[config.mk]
export PLATFORM = sky130hd
export DESIGN_NAME = pic_core
export DESIGN_NICKNAME = d
export VERILOG_FILES = /design/src/rtl/pic_pkg.sv /design/src/rtl/pic_cfg_regs.sv /design/src/rtl/pic_request_reg.sv /design/src/rtl/pic_priority.sv /design/src/rtl/pic_core.sv
export SDC_FILE = /design/constraint.sdc
export NUM_CORES = 1
export LEC_CHECK = 0
export ABC_AREA = 1
export BUFFER_PORTS_ARGS = -buffer_cell sky130_fd_sc_hd__buf_2
export CAP_MARGIN = 30
export CORE_MARGIN = 4
export CORE_UTILIZATION = 55
export CTS_BUF_LIST = sky130_fd_sc_hd__clkbuf_8 sky130_fd_sc_hd__clkbuf_16
export DETAILED_ROUTE_END_ITERATION = 8
export HOLD_SLACK_MARGIN = 0.15
export PLACE_DENSITY = 0.76
export REMOVE_ABC_BUFFERS = 1
export SLEW_MARGIN = 20
export SYNTH_ARGS = -nofsm -noshare
export SYNTH_HDL_FRONTEND = slang
export SYNTH_SLANG_ARGS = --single-unit
[constraint.sdc]
create_clock -name clk -period 2.25 [get_ports clk]
set_input_delay 0.45 -clock clk [delete_from_list [all_inputs] [get_ports clk]]
set_output_delay 0.45 -clock clk [all_outputs]
set_load 0.02 [all_outputs]
[src/rtl/pic_pkg.sv]
package pic_pkg;
  localparam int PIC_LINES  = 8;
  localparam int PIC_IDX_W  = $clog2(PIC_LINES);
  localparam int PIC_DATA_W = 8;
  localparam int PIC_BASE_W = PIC_DATA_W - PIC_IDX_W;

  // command byte fields
  localparam int CMD_INIT_BIT = 4;
  localparam int CMD_SEL_BIT  = 3;
  localparam logic [2:0] CMD_SPEC_EOI = 3'b011;

  typedef enum logic [1:0] {
    SEQ_RUN  = 2'd0,
    SEQ_BASE = 2'd1,
    SEQ_CASC = 2'd2,
    SEQ_MODE = 2'd3
  } seq_state_e;

  typedef struct packed {
    logic                 hit;
    logic [PIC_IDX_W-1:0] idx;
  } pick_t;

  // lowest-numbered set bit wins
  function automatic pick_t pick_first(input logic [PIC_LINES-1:0] v);
    pick_t r;
    r.hit = 1'b0;
    r.idx = '0;
    for (int i = PIC_LINES - 1; i >= 0; i--) begin
      if (v[i]) begin
        r.hit = 1'b1;
        r.idx = PIC_IDX_W'(i);
      end
    end
    return r;
  endfunction

  function automatic logic outranks(input pick_t req, input pick_t svc);
    return req.hit && (!svc.hit || (req.idx < svc.idx));
  endfunction

  function automatic logic [PIC_DATA_W-1:0] make_vector(
      input logic [PIC_BASE_W-1:0] base, input logic [PIC_IDX_W-1:0] idx);
    return {base, idx};
  endfunction

  function automatic logic [PIC_LINES-1:0] line_bit(input logic [PIC_IDX_W-1:0] idx);
    return PIC_LINES'(1) << idx;
  endfunction
endpackage

[src/rtl/pic_cfg_regs.sv]
module pic_cfg_regs
  import pic_pkg::*;
(
  input  logic                  clk,
  input  logic                  rst_n,
  input  logic                  wr_en,
  input  logic                  a0,
  input  logic [PIC_DATA_W-1:0] wdata,
  output logic                  init_start,
  output logic                  eoi_hit,
  output logic [PIC_IDX_W-1:0]  eoi_line,
  output logic                  ready,
  output logic [PIC_BASE_W-1:0] base,
  output logic                  aeoi,
  output logic [PIC_LINES-1:0]  mask,
  output logic                  sel_isr
);
  seq_state_e state_q;
  logic       need_mode_q;
  logic       single_q;
  logic       cmd_wr, data_wr, sel_wr;

  assign cmd_wr     = wr_en && !a0;
  assign data_wr    = wr_en && a0;
  assign init_start = cmd_wr && wdata[CMD_INIT_BIT];
  assign sel_wr     = cmd_wr && !wdata[CMD_INIT_BIT] && wdata[CMD_SEL_BIT];
  assign eoi_hit    = cmd_wr && !wdata[CMD_INIT_BIT] && !wdata[CMD_SEL_BIT]
                      && (wdata[7:5] == CMD_SPEC_EOI);
  assign eoi_line   = wdata[PIC_IDX_W-1:0];

  always_ff @(posedge clk or negedge rst_n) begin
    if (!rst_n) begin
      state_q     <= SEQ_RUN;
      ready       <= 1'b0;
      base        <= '0;
      aeoi        <= 1'b0;
      mask        <= '0;
      sel_isr     <= 1'b0;
      need_mode_q <= 1'b0;
      single_q    <= 1'b0;
    end else if (init_start) begin
      state_q     <= SEQ_BASE;
      ready       <= 1'b0;
      aeoi        <= 1'b0;
      mask        <= '0;
      sel_isr     <= 1'b0;
      need_mode_q <= wdata[0];
      single_q    <= wdata[1];
    end else begin
      if (sel_wr && wdata[1]) sel_isr <= wdata[0];
      if (data_wr) begin
        unique case (state_q)
          SEQ_RUN: mask <= wdata;
          SEQ_BASE: begin
            base <= wdata[PIC_DATA_W-1:PIC_IDX_W];
            if (!single_q) begin
              state_q <= SEQ_CASC;
            end else if (need_mode_q) begin
              state_q <= SEQ_MODE;
            end else begin
              state_q <= SEQ_RUN;
              ready   <= 1'b1;
            end
          end
          SEQ_CASC: begin
            if (need_mode_q) begin
              state_q <= SEQ_MODE;
            end else begin
              state_q <= SEQ_RUN;
              ready   <= 1'b1;
            end
          end
          SEQ_MODE: begin
            aeoi    <= wdata[1];
            state_q <= SEQ_RUN;
            ready   <= 1'b1;
          end
          default: state_q <= SEQ_RUN;
        endcase
      end
    end
  end
endmodule

[src/rtl/pic_request_reg.sv]
module pic_request_reg
  import pic_pkg::*;
(
  input  logic                 clk,
  input  logic                 rst_n,
  input  logic                 clear_all,
  input  logic [PIC_LINES-1:0] irq_in,
  input  logic [PIC_LINES-1:0] level_sel,
  input  logic [PIC_LINES-1:0] ack_clr,
  output logic [PIC_LINES-1:0] irr
);
  logic [PIC_LINES-1:0] prev_q;

  always_ff @(posedge clk or negedge rst_n) begin
    if (!rst_n) prev_q <= '0;
    else        prev_q <= irq_in;
  end

  for (genvar g = 0; g < PIC_LINES; g++) begin : g_line
    logic bit_q;
    always_ff @(posedge clk or negedge rst_n) begin
      if (!rst_n)                           bit_q <= 1'b0;
      else if (clear_all)                   bit_q <= 1'b0;
      else if (ack_clr[g])                  bit_q <= 1'b0;
      else if (level_sel[g])                bit_q <= irq_in[g];
      else if (irq_in[g] && !prev_q[g])     bit_q <= 1'b1;
      else if (!irq_in[g])                  bit_q <= 1'b0;
    end
    assign irr[g] = bit_q;
  end
endmodule

[src/rtl/pic_priority.sv]
module pic_priority
  import pic_pkg::*;
(
  input  logic                 ready,
  input  logic [PIC_LINES-1:0] irr,
  input  logic [PIC_LINES-1:0] mask,
  input  logic [PIC_LINES-1:0] isr,
  output logic                 req_win,
  output logic [PIC_IDX_W-1:0] win_idx
);
  pick_t pend_pick, svc_pick;

  assign pend_pick = pick_first(irr & ~mask);
  assign svc_pick  = pick_first(isr);
  assign req_win   = ready && outranks(pend_pick, svc_pick);
  assign win_idx   = pend_pick.idx;
endmodule

[src/rtl/pic_core.sv]
module pic_core
  import pic_pkg::*;
#(
  parameter logic [PIC_LINES-1:0] EDGE_ONLY = 8'h07
) (
  input  logic                  clk,
  input  logic                  rst_n,
  input  logic                  bus_wr,
  input  logic                  bus_a0,
  input  logic [PIC_DATA_W-1:0] bus_wdata,
  output logic [PIC_DATA_W-1:0] bus_rdata,
  input  logic [PIC_LINES-1:0]  irq_in,
  input  logic [PIC_LINES-1:0]  trig_level,
  output logic                  int_req,
  input  logic                  int_ack,
  output logic [PIC_DATA_W-1:0] vec_out
);
  localparam logic [PIC_IDX_W-1:0] SPUR_LINE = PIC_IDX_W'(PIC_LINES - 1);

  logic                  init_start, eoi_hit, ready_q, aeoi_q, sel_isr_q;
  logic [PIC_IDX_W-1:0]  eoi_line, win_idx;
  logic [PIC_BASE_W-1:0] base_q;
  logic [PIC_LINES-1:0]  mask_q, irr_q, isr_q, ack_clr, isr_set, isr_clr;
  logic                  req_win, ack_take;

  pic_cfg_regs u_cfg (
    .clk(clk), .rst_n(rst_n), .wr_en(bus_wr), .a0(bus_a0), .wdata(bus_wdata),
    .init_start(init_start), .eoi_hit(eoi_hit), .eoi_line(eoi_line),
    .ready(ready_q), .base(base_q), .aeoi(aeoi_q), .mask(mask_q), .sel_isr(sel_isr_q)
  );

  pic_request_reg u_irr (
    .clk(clk), .rst_n(rst_n), .clear_all(init_start), .irq_in(irq_in),
    .level_sel(trig_level & ~EDGE_ONLY), .ack_clr(ack_clr), .irr(irr_q)
  );

  pic_priority u_prio (
    .ready(ready_q), .irr(irr_q), .mask(mask_q), .isr(isr_q),
    .req_win(req_win), .win_idx(win_idx)
  );

  assign int_req  = req_win;
  assign ack_take = int_ack && req_win;
  assign ack_clr  = ack_take ? line_bit(win_idx) : '0;
  assign isr_set  = (ack_take && !aeoi_q) ? line_bit(win_idx) : '0;
  assign isr_clr  = eoi_hit ? line_bit(eoi_line) : '0;
  assign vec_out  = make_vector(base_q, req_win ? win_idx : SPUR_LINE);

  always_ff @(posedge clk or negedge rst_n) begin
    if (!rst_n)          isr_q <= '0;
    else if (init_start) isr_q <= '0;
    else                 isr_q <= (isr_q & ~isr_clr) | isr_set;
  end

  assign bus_rdata = bus_a0 ? mask_q : (sel_isr_q ? isr_q : irr_q);
endmodule

==> flow_summary_export.csv, run 1 <==
group,metric,value,unit
synthesis,synth-seq-cells,44,
synthesis,synth.avg_cell_area,7.36,µm²
critical_path,r2r-start,"isr_q[7]",
critical_path,end_kind,"output pin",
final_layout,final-seq-area,1100,µm²
sta,finalHoldWorstSlack,0.229,ns
routing,drc_errors,0,
power,power.density,1210,nW/µm²
routing,drt-vias-per-instance,5.50,
critical_path,worstSetupStartpoint,"isr_q[7]",
synthesis,synth-edff-count,0,
synthesis,netlist_instances,327,
final_layout,final_area,3160,µm²
routing,drtIter0Drc,269,
final_layout,nNetsFinal,434,
synthesis,synthFlopType,"dfrtp_1",
synthesis,yosysUniqueCellTypes,29,
sta,hold_viol,0,
synthesis,syn_area,2410,µm²
critical_path,rr_worst_depth,17,
synthesis,yosysSeqAreaShare,45.7,%
global_routing,grt_pass1_wl,10200,µm
sta,relSlewSlack,47.6,%
power,switching_share,42.6,%
final_layout,multi_input_area,1170,µm²
clock_network,clockBufferDepth,2,
power,p_clk_share,15.3,%
critical_path,rr_endpoint,"isr_q[5]",
power,ir_drop,0.860,mV
floorplan,core,4120,µm²
clock_network,htree_levels,2,
clock_network,cts_hold_buf,0,
outcome,status,"finished with violations",
sta,tns,-3.42,ns
sta,tightest_slew,0.786,ns
floorplan,ios,46,
sta,rsz0062_at_grt,"yes",
sta,max_freq,377,MHz
clock_network,cts_root_buf,"clkbuf_8",
placement,dp_slack,0.00306,ns
power,p_comb_share,55.9,%
sta,setup_viol,20,
routing,antenna_left,0,
outcome,failed_checks,"negative setup slack",
floorplan,start_util,58.5,%
routing,wire_per_inst,15.3,µm
routing,vias,2487,
sta,drv_slew,0,
power,power_switching,1.62,mW
floorplan,die_area,5500,µm²
floorplan,rows,23,
placement,io_buffers,42,
global_routing,antenna_found_initial,0,
final_layout,antennaDiodeCount,0,
synthesis,synth_async_sr_flop_share,100,%
hold_path,hp-class,"input pin to asynchronous set/reset pin",
clock_network,cts_tree,"built",
critical_path,crit_arrival,2.20,ns
global_routing,grt.total_usage,24.5,%
power,p_int,2.19,mW
final_layout,fin_cells,452,
sta,worst_slack,-0.400,ns
placement,dp_hpwl,4640,µm
final_layout,area_delta_synth_final,31.1,%
placement,dpl.cell_count,442,
critical_path,required,1.80,ns
job,maxCapViolCount,0,
sta,skew,0.00965,ns
placement,gp_congestion,0.858,
power,leakage,1.69,nW
sta,fin_crit_sh,118,%
clock_network,cts.sinks,44,
critical_path,start_kind,"flop",
placement,placed_area,2870,µm²
routing,finalWirelength,6900,µm
critical_path,path_max_fanout,4,
final_layout,fillCellCount,324,
routing,firstDrtPassIters,5,
floorplan,die_h,74.2,µm
synthesis,yosysWarnings,0,
critical_path,regToRegSetupSlack,-0.18,ns
clock_network,worstSkewPairLatency,0.30,ns
critical_path,path_class,"flop to output pin",
clock_network,cts_inserted_buffers,5,
sta,finalCriticalPeriod,2.65,ns
global_routing,grt_pass1_vias,2227,
final_layout,drive_gt1_share,30.8,%
global_routing,grt_max_degree,36,
clock_network,cts.clk_slew.worst_paths,0.08,ns
global_routing,grt_overflow,0,
power,power.share.sequential,28.9,%
floorplan,die_w,74.2,µm
cell families (layout without fill, tap and decap cells):
group	count (synthesis)	after routing	share of synthesized area, %
adder cells (fa/ha/maj)	2	2	1.04
AND/OR/NAND/NOR	137	137	24.0
flip-flops	44	44	45.7
buffers and inverters	74	149	11.6
AO/OA/AOI/OAI	70	70	17.6
flip-flops by register name, summed over array words and instances (netlist names):
name,cells
u_cfg.aeoi,1
u_cfg.ready,1
u_cfg.sel_isr,1
isr_q,8
u_irr.prev_q,8
u_irr.g_line.bit_q,8
u_cfg.state_q,2
u_cfg.need_mode_q,1
u_cfg.mask,8
u_cfg.single_q,1
u_cfg.base,5
placed cells by master, fill, tap and decap left out, types with 3 or more instances in the layout:
cell,count
a21oi_1,25
nor2_2,7
o41ai_1,8
buf_4,30
nor2_4,4
clkbuf_8,5
buf_6,3
dfrtp_1,43
o21ai_0,21
nor2_1,37
buf_2,40
nand3_1,6
inv_1,64
inv_2,4
nand2_1,58
nand2_2,17
o22ai_1,7
power groups by stage:
stage	Sequential (mW)	Combinational (mW)	Clock [mW]
global placement	1.07	1.58	0
CTS	1.07	1.77	0.586
detailed placement	1.08	1.61	0
floorplan	1.12	0.992	0
global route	1.12	2.31	0.623
finish	1.10	2.13	0.582
synth_stat cells (2+ instances only):
master    number  share of area (%)
a21oi_1       26                5.4
buf_2          2               0.42
clkbuf_1       2               0.31
clkinv_1       2               0.31
dfrtp_1       44                 46
ha_1           2                1.0
inv_1         66                 10
inv_2          2               0.31
nand2_1       72                 11
nand2_2        3               0.78
nand3_1        8                1.7
nor2_1        47                7.3
nor3_1         2               0.42
o21ai_0       21                4.4
o22ai_1        7                1.8
o41ai_1        8                2.9
cell type report:
cell class	count	area share, %
Timing Repair Buffer	73	14.6
Multi-Input combinational cell	209	37.1
Sequential cell	44	34.9
Inverter	70	8.33
Clock inverter	1	0.952
Clock buffer	5	2.18
Tap cell	50	1.98
critical path, cell delays in order (launching register included):
cell      delay, ns
dfrtp_1        0.39
nor2_2         0.07
buf_4          0.14
o311ai_4       0.24
nand3_2        0.12
ha_1           0.30
nand2_1        0.06
inv_1          0.04
nand2_1        0.06
nand2_1        0.06
nand2_2        0.08
nand2_2        0.06
inv_2          0.08
nand2_1        0.04
buf_2          0.15
metrics by stage:
step | power, mW | utilization (%)
3_5_place_dp | 2.69 | 69.6
6_report | 3.81 | 76.7
4_1_cts | 3.42 | 73.8
2_1_floorplan | 2.11 | -
3_3_place_gp | 2.65 | 69.6
5_1_grt | 4.04 | 76.7
worst max path at each step:
stage | depth (start not counted) | to | slack (ns)
after global routing | 14 | vec_out[1] | -0.48
after global placement | 15 | vec_out[2] | 0.03
after floorplan | 12 | vec_out[0] | -0.07
after detailed placement | 15 | vec_out[1] | 0.003
after CTS | 14 | vec_out[1] | -0.25
final | 14 | vec_out[1] | -0.40
what timing repair did:
item | CTS | global route
setup buffers | 2 | 2
endpoints found under the setup margin | 4 | 20
cloned | 0 | 0
pin swaps | 4 | 9
gates resized for setup | 17 | 29
metal layers:
metal | GRT usage (%) | wire length, µm | part of all wire (%)
met3 | 4.46 | 406 | 5.9
met4 | 9.46 | 176 | 2.6
met2 | 39.4 | 3350 | 49
met5 | 0 | 0 | 0
met1 | 33.2 | 2970 | 43
Power figures use the tool's default switching activity.
==> inputs of run 2 (changes only) <==
CORE_MARGIN = 2   (was 4)
PLACE_DENSITY = 0.75   (was 0.76)
SYNTH_HIERARCHICAL = 1   (was default)
==> run 2 against run 1 <==
  * The flow still finishes with violations (negative setup slack)
  * Worst setup slack gained 0.0028 ns
  * Sequential power grew 7%
  * Hold slack gained 0.036 ns
  * Combinational power grew 7%
  * Via count grew 4.1%
  * Critical endpoint is now vec_out[2]
  * Largest cell class unchanged
==> flow_summary_export.csv, run 2 <==
group,metric,value,unit
synthesis,synth-seq-cells,44,
hold_path,hp-start,"irq_in[1]",
clock_network,clockBufferDepth,2,
outcome,failed_checks,"negative setup slack",
sta,drv_slew,0,
critical_path,path_common_cell,"nand2_2",
sta,worst_slack,-0.397,ns
critical_path,worstSetupStartpoint,"isr_q[7]",
sta,skew,0.00621,ns
final_layout,post-route-util,71.4,%
critical_path,cp_slowest_cell,"dfrtp_1",
critical_path,required,1.80,ns
critical_path,rr_endpoint,"u_irr/g_line[4].bit_q",
sta,tightest_slew,0.761,ns
routing,route.met2.wl,3620,µm
synthesis,synth_area_leaders,"dfrtp_1 41%, nand2_1 12%, nor2_1 7.3%",
routing,vias,2588,
routing,antenna_left,0,
critical_path,rr_worst_depth,16,
final_layout,final_common_cell,"nand2_1",
sta,finalCriticalPeriod,2.65,ns
final_layout,final_cell_mix,"79 x nand2_1, 49 x nor2_1, 47 x inv_1",
critical_path,crit_cells,12,
clock_network,cts.sinks,44,
power,p_int,2.13,mW
final_layout,fin_cells,485,
sta,setup_viol,20,
placement,io_buffers,42,
synthesis,yosysSeqAreaShare,41.3,%
routing,drtIter0Drc,230,
sta,fin_crit_sh,118,%
synthesis,yosysUniqueCellTypes,31,
final_layout,area_delta_synth_final,25.6,%
synthesis,synth_top_area_cell,"dfrtp_1",
hold_path,hold_depth,1,
placement,gp_congestion,0.814,
critical_path,path_max_fanout,5,
power,switching_share,45.8,%
sta,hold_viol,0,
synthesis,synthFlopType,"dfrtp_1",
floorplan,die_h,73.6,µm
critical_path,max_stage_delay,0.41,ns
global_routing,grt_pass1_wl,10700,µm
global_routing,antenna_found_initial,0,
sta,relSlewSlack,49.2,%
critical_path,r2r-start,"isr_q[7]",
critical_path,end_kind,"output pin",
final_layout,drive_gt1_share,32.9,%
power,p_comb_share,58.0,%
clock_network,cts.clk_slew.worst_paths,0.08,ns
routing,firstDrtPassIters,5,
routing,finalWirelength,7180,µm
floorplan,rows,25,
clock_network,worstSkewPairLatency,0.30,ns
floorplan,die_w,73.6,µm
floorplan,core,4690,µm²
hold_path,hold_end,"u_irr/prev_q[1]",
synthesis,synth-edff-count,0,
placement,dpl.cell_count,472,
critical_path,path_delay_family,"simple AND/OR/NAND/NOR gates",
power,power.density,1180,nW/µm²
outcome,status,"finished with violations",
power,leakage,1.76,nW
global_routing,grt_overflow,0,
routing,drt-vias-per-instance,5.34,
routing,top_layer_used,"met4",
synthesis,ys_top_cells_by_count,"87 x nand2_1, 52 x nor2_1, 46 x inv_1",
clock_network,cts_inserted_buffers,5,
critical_path,cp_cell_sequence,"nor2_2 > nor3_2 > o31ai_2 > ha_1 > nand2_1 > inv_2 > nand2_2 > nand2_2 > a21oi_2 > buf_6 > nand2_2 > buf_6",
synthesis,yosysWarnings,6,
power,ir_drop,0.495,mV
global_routing,grt_pass1_vias,2337,
power,p_clk_share,11.9,%
routing,dr_wl_met3,356,µm
power,power_switching,1.80,mW
placement,dp_hpwl,4770,µm
global_routing,grt_max_degree,44,
final_layout,fillCellCount,374,
synthesis,syn_area,2670,µm²
sta,max_freq,378,MHz
sta,tns,-4.08,ns
critical_path,cp.buffers_inverters,3,
clock_network,cts_root_buf,"clkbuf_8",
placement,dp_slack,-0.198,ns
clock_network,htree_levels,2,
power,power.share.sequential,30.1,%
synthesis,synth_async_sr_flop_share,100,%
synthesis,synth_top_area_share,41.3,%
hold_path,hp-class,"input pin to flop",
synthesis,netlist_instances,361,
critical_path,start_kind,"flop",
job,maxCapViolCount,0,
floorplan,start_util,56.8,%
synthesis,synth.avg_cell_area,7.39,µm²
routing,wire_per_inst,14.8,µm
routing,drc_errors,0,
floorplan,die_area,5420,µm²
routing,met1Wirelength,3060,µm
critical_path,crit_arrival,2.20,ns
synthesis,yosysMostFrequentCell,"nand2_1",
critical_path,regToRegSetupSlack,-0.22,ns
final_layout,nNetsFinal,466,
floorplan,ios,46,
sta,rsz0062_at_grt,"yes",
global_routing,grt.total_usage,26.2,%
final_layout,antennaDiodeCount,0,
critical_path,path_class,"flop to output pin",
clock_network,cts_tree,"built",
[run 2: layout make-up]
class                   count  area [µm²]  share of cell area [%]
clock inverters             2        8.76                   0.262
well taps                  54        67.6                    2.02
repair buffers             78         518                    15.5
multi-input cells         249        1380                    41.3
inverters                  53         203                    6.05
flip-flops and latches     44        1100                    32.9
clock buffers               5        68.8                    2.06
[run 2: logic make-up (layout without fill, tap and decap cells)]
logic type	count (synthesis)	after routing	synth area share (%)
AND/OR/NAND/NOR	181	182	29.7
buffers and inverters	71	138	12.6
AO/OA/AOI/OAI	58	58	13.5
flip-flops	44	44	41.3
adder cells (fa/ha/maj)	6	6	2.82
other	1	3	0.141
[run 2: worst max-delay path by stage]
stage	end	slack, ns
global placement	vec_out[2]	-0.14
finish	vec_out[2]	-0.40
global route	vec_out[2]	-0.50
detailed placement	vec_out[2]	-0.20
floorplan	vec_out[0]	-0.77
CTS	vec_out[2]	-0.34
[run 2: layer usage]
| metal | track usage [%] | up-vias |
|---|---|---|
| met5 | 0 | - |
| met4 | 6.67 | 0 |
| met3 | 4.66 | 15 |
| met2 | 43.2 | 92 |
| met1 | 35.8 | 1211 |
| li1 | - | 1270 |
[run 2: metrics by stage]
step	hold WS, ns	total power [mW]	instance area, µm²
3_5_place_dp	0.249	3.01	3060
6_report	0.264	3.94	3350
4_1_cts	0.264	3.63	3230
3_3_place_gp	0.248	2.95	3060
5_1_grt	0.259	4.20	3350
2_1_floorplan	0.154	2.33	2540
[run 2: timing repair]
action | CTS | global route
pin swaps | 9 | 14
hold endpoints to repair | 22 | 0
gates cloned | 0 | 1
buffers inserted | 3 | 1
hold buffers | 1 | 0
setup endpoints to repair | 20 | 20
gates resized for setup | 18 | 21
[run 2: power groups by stage]
stage          logic, mW  clock network [mW]  registers [mW]
2_1_floorplan       1.11                   0            1.23
3_3_place_gp        1.78                   0            1.17
3_5_place_dp        1.83                   0            1.18
4_1_cts             1.98               0.476            1.17
5_1_grt             2.47               0.511            1.21
6_report            2.28               0.469            1.18
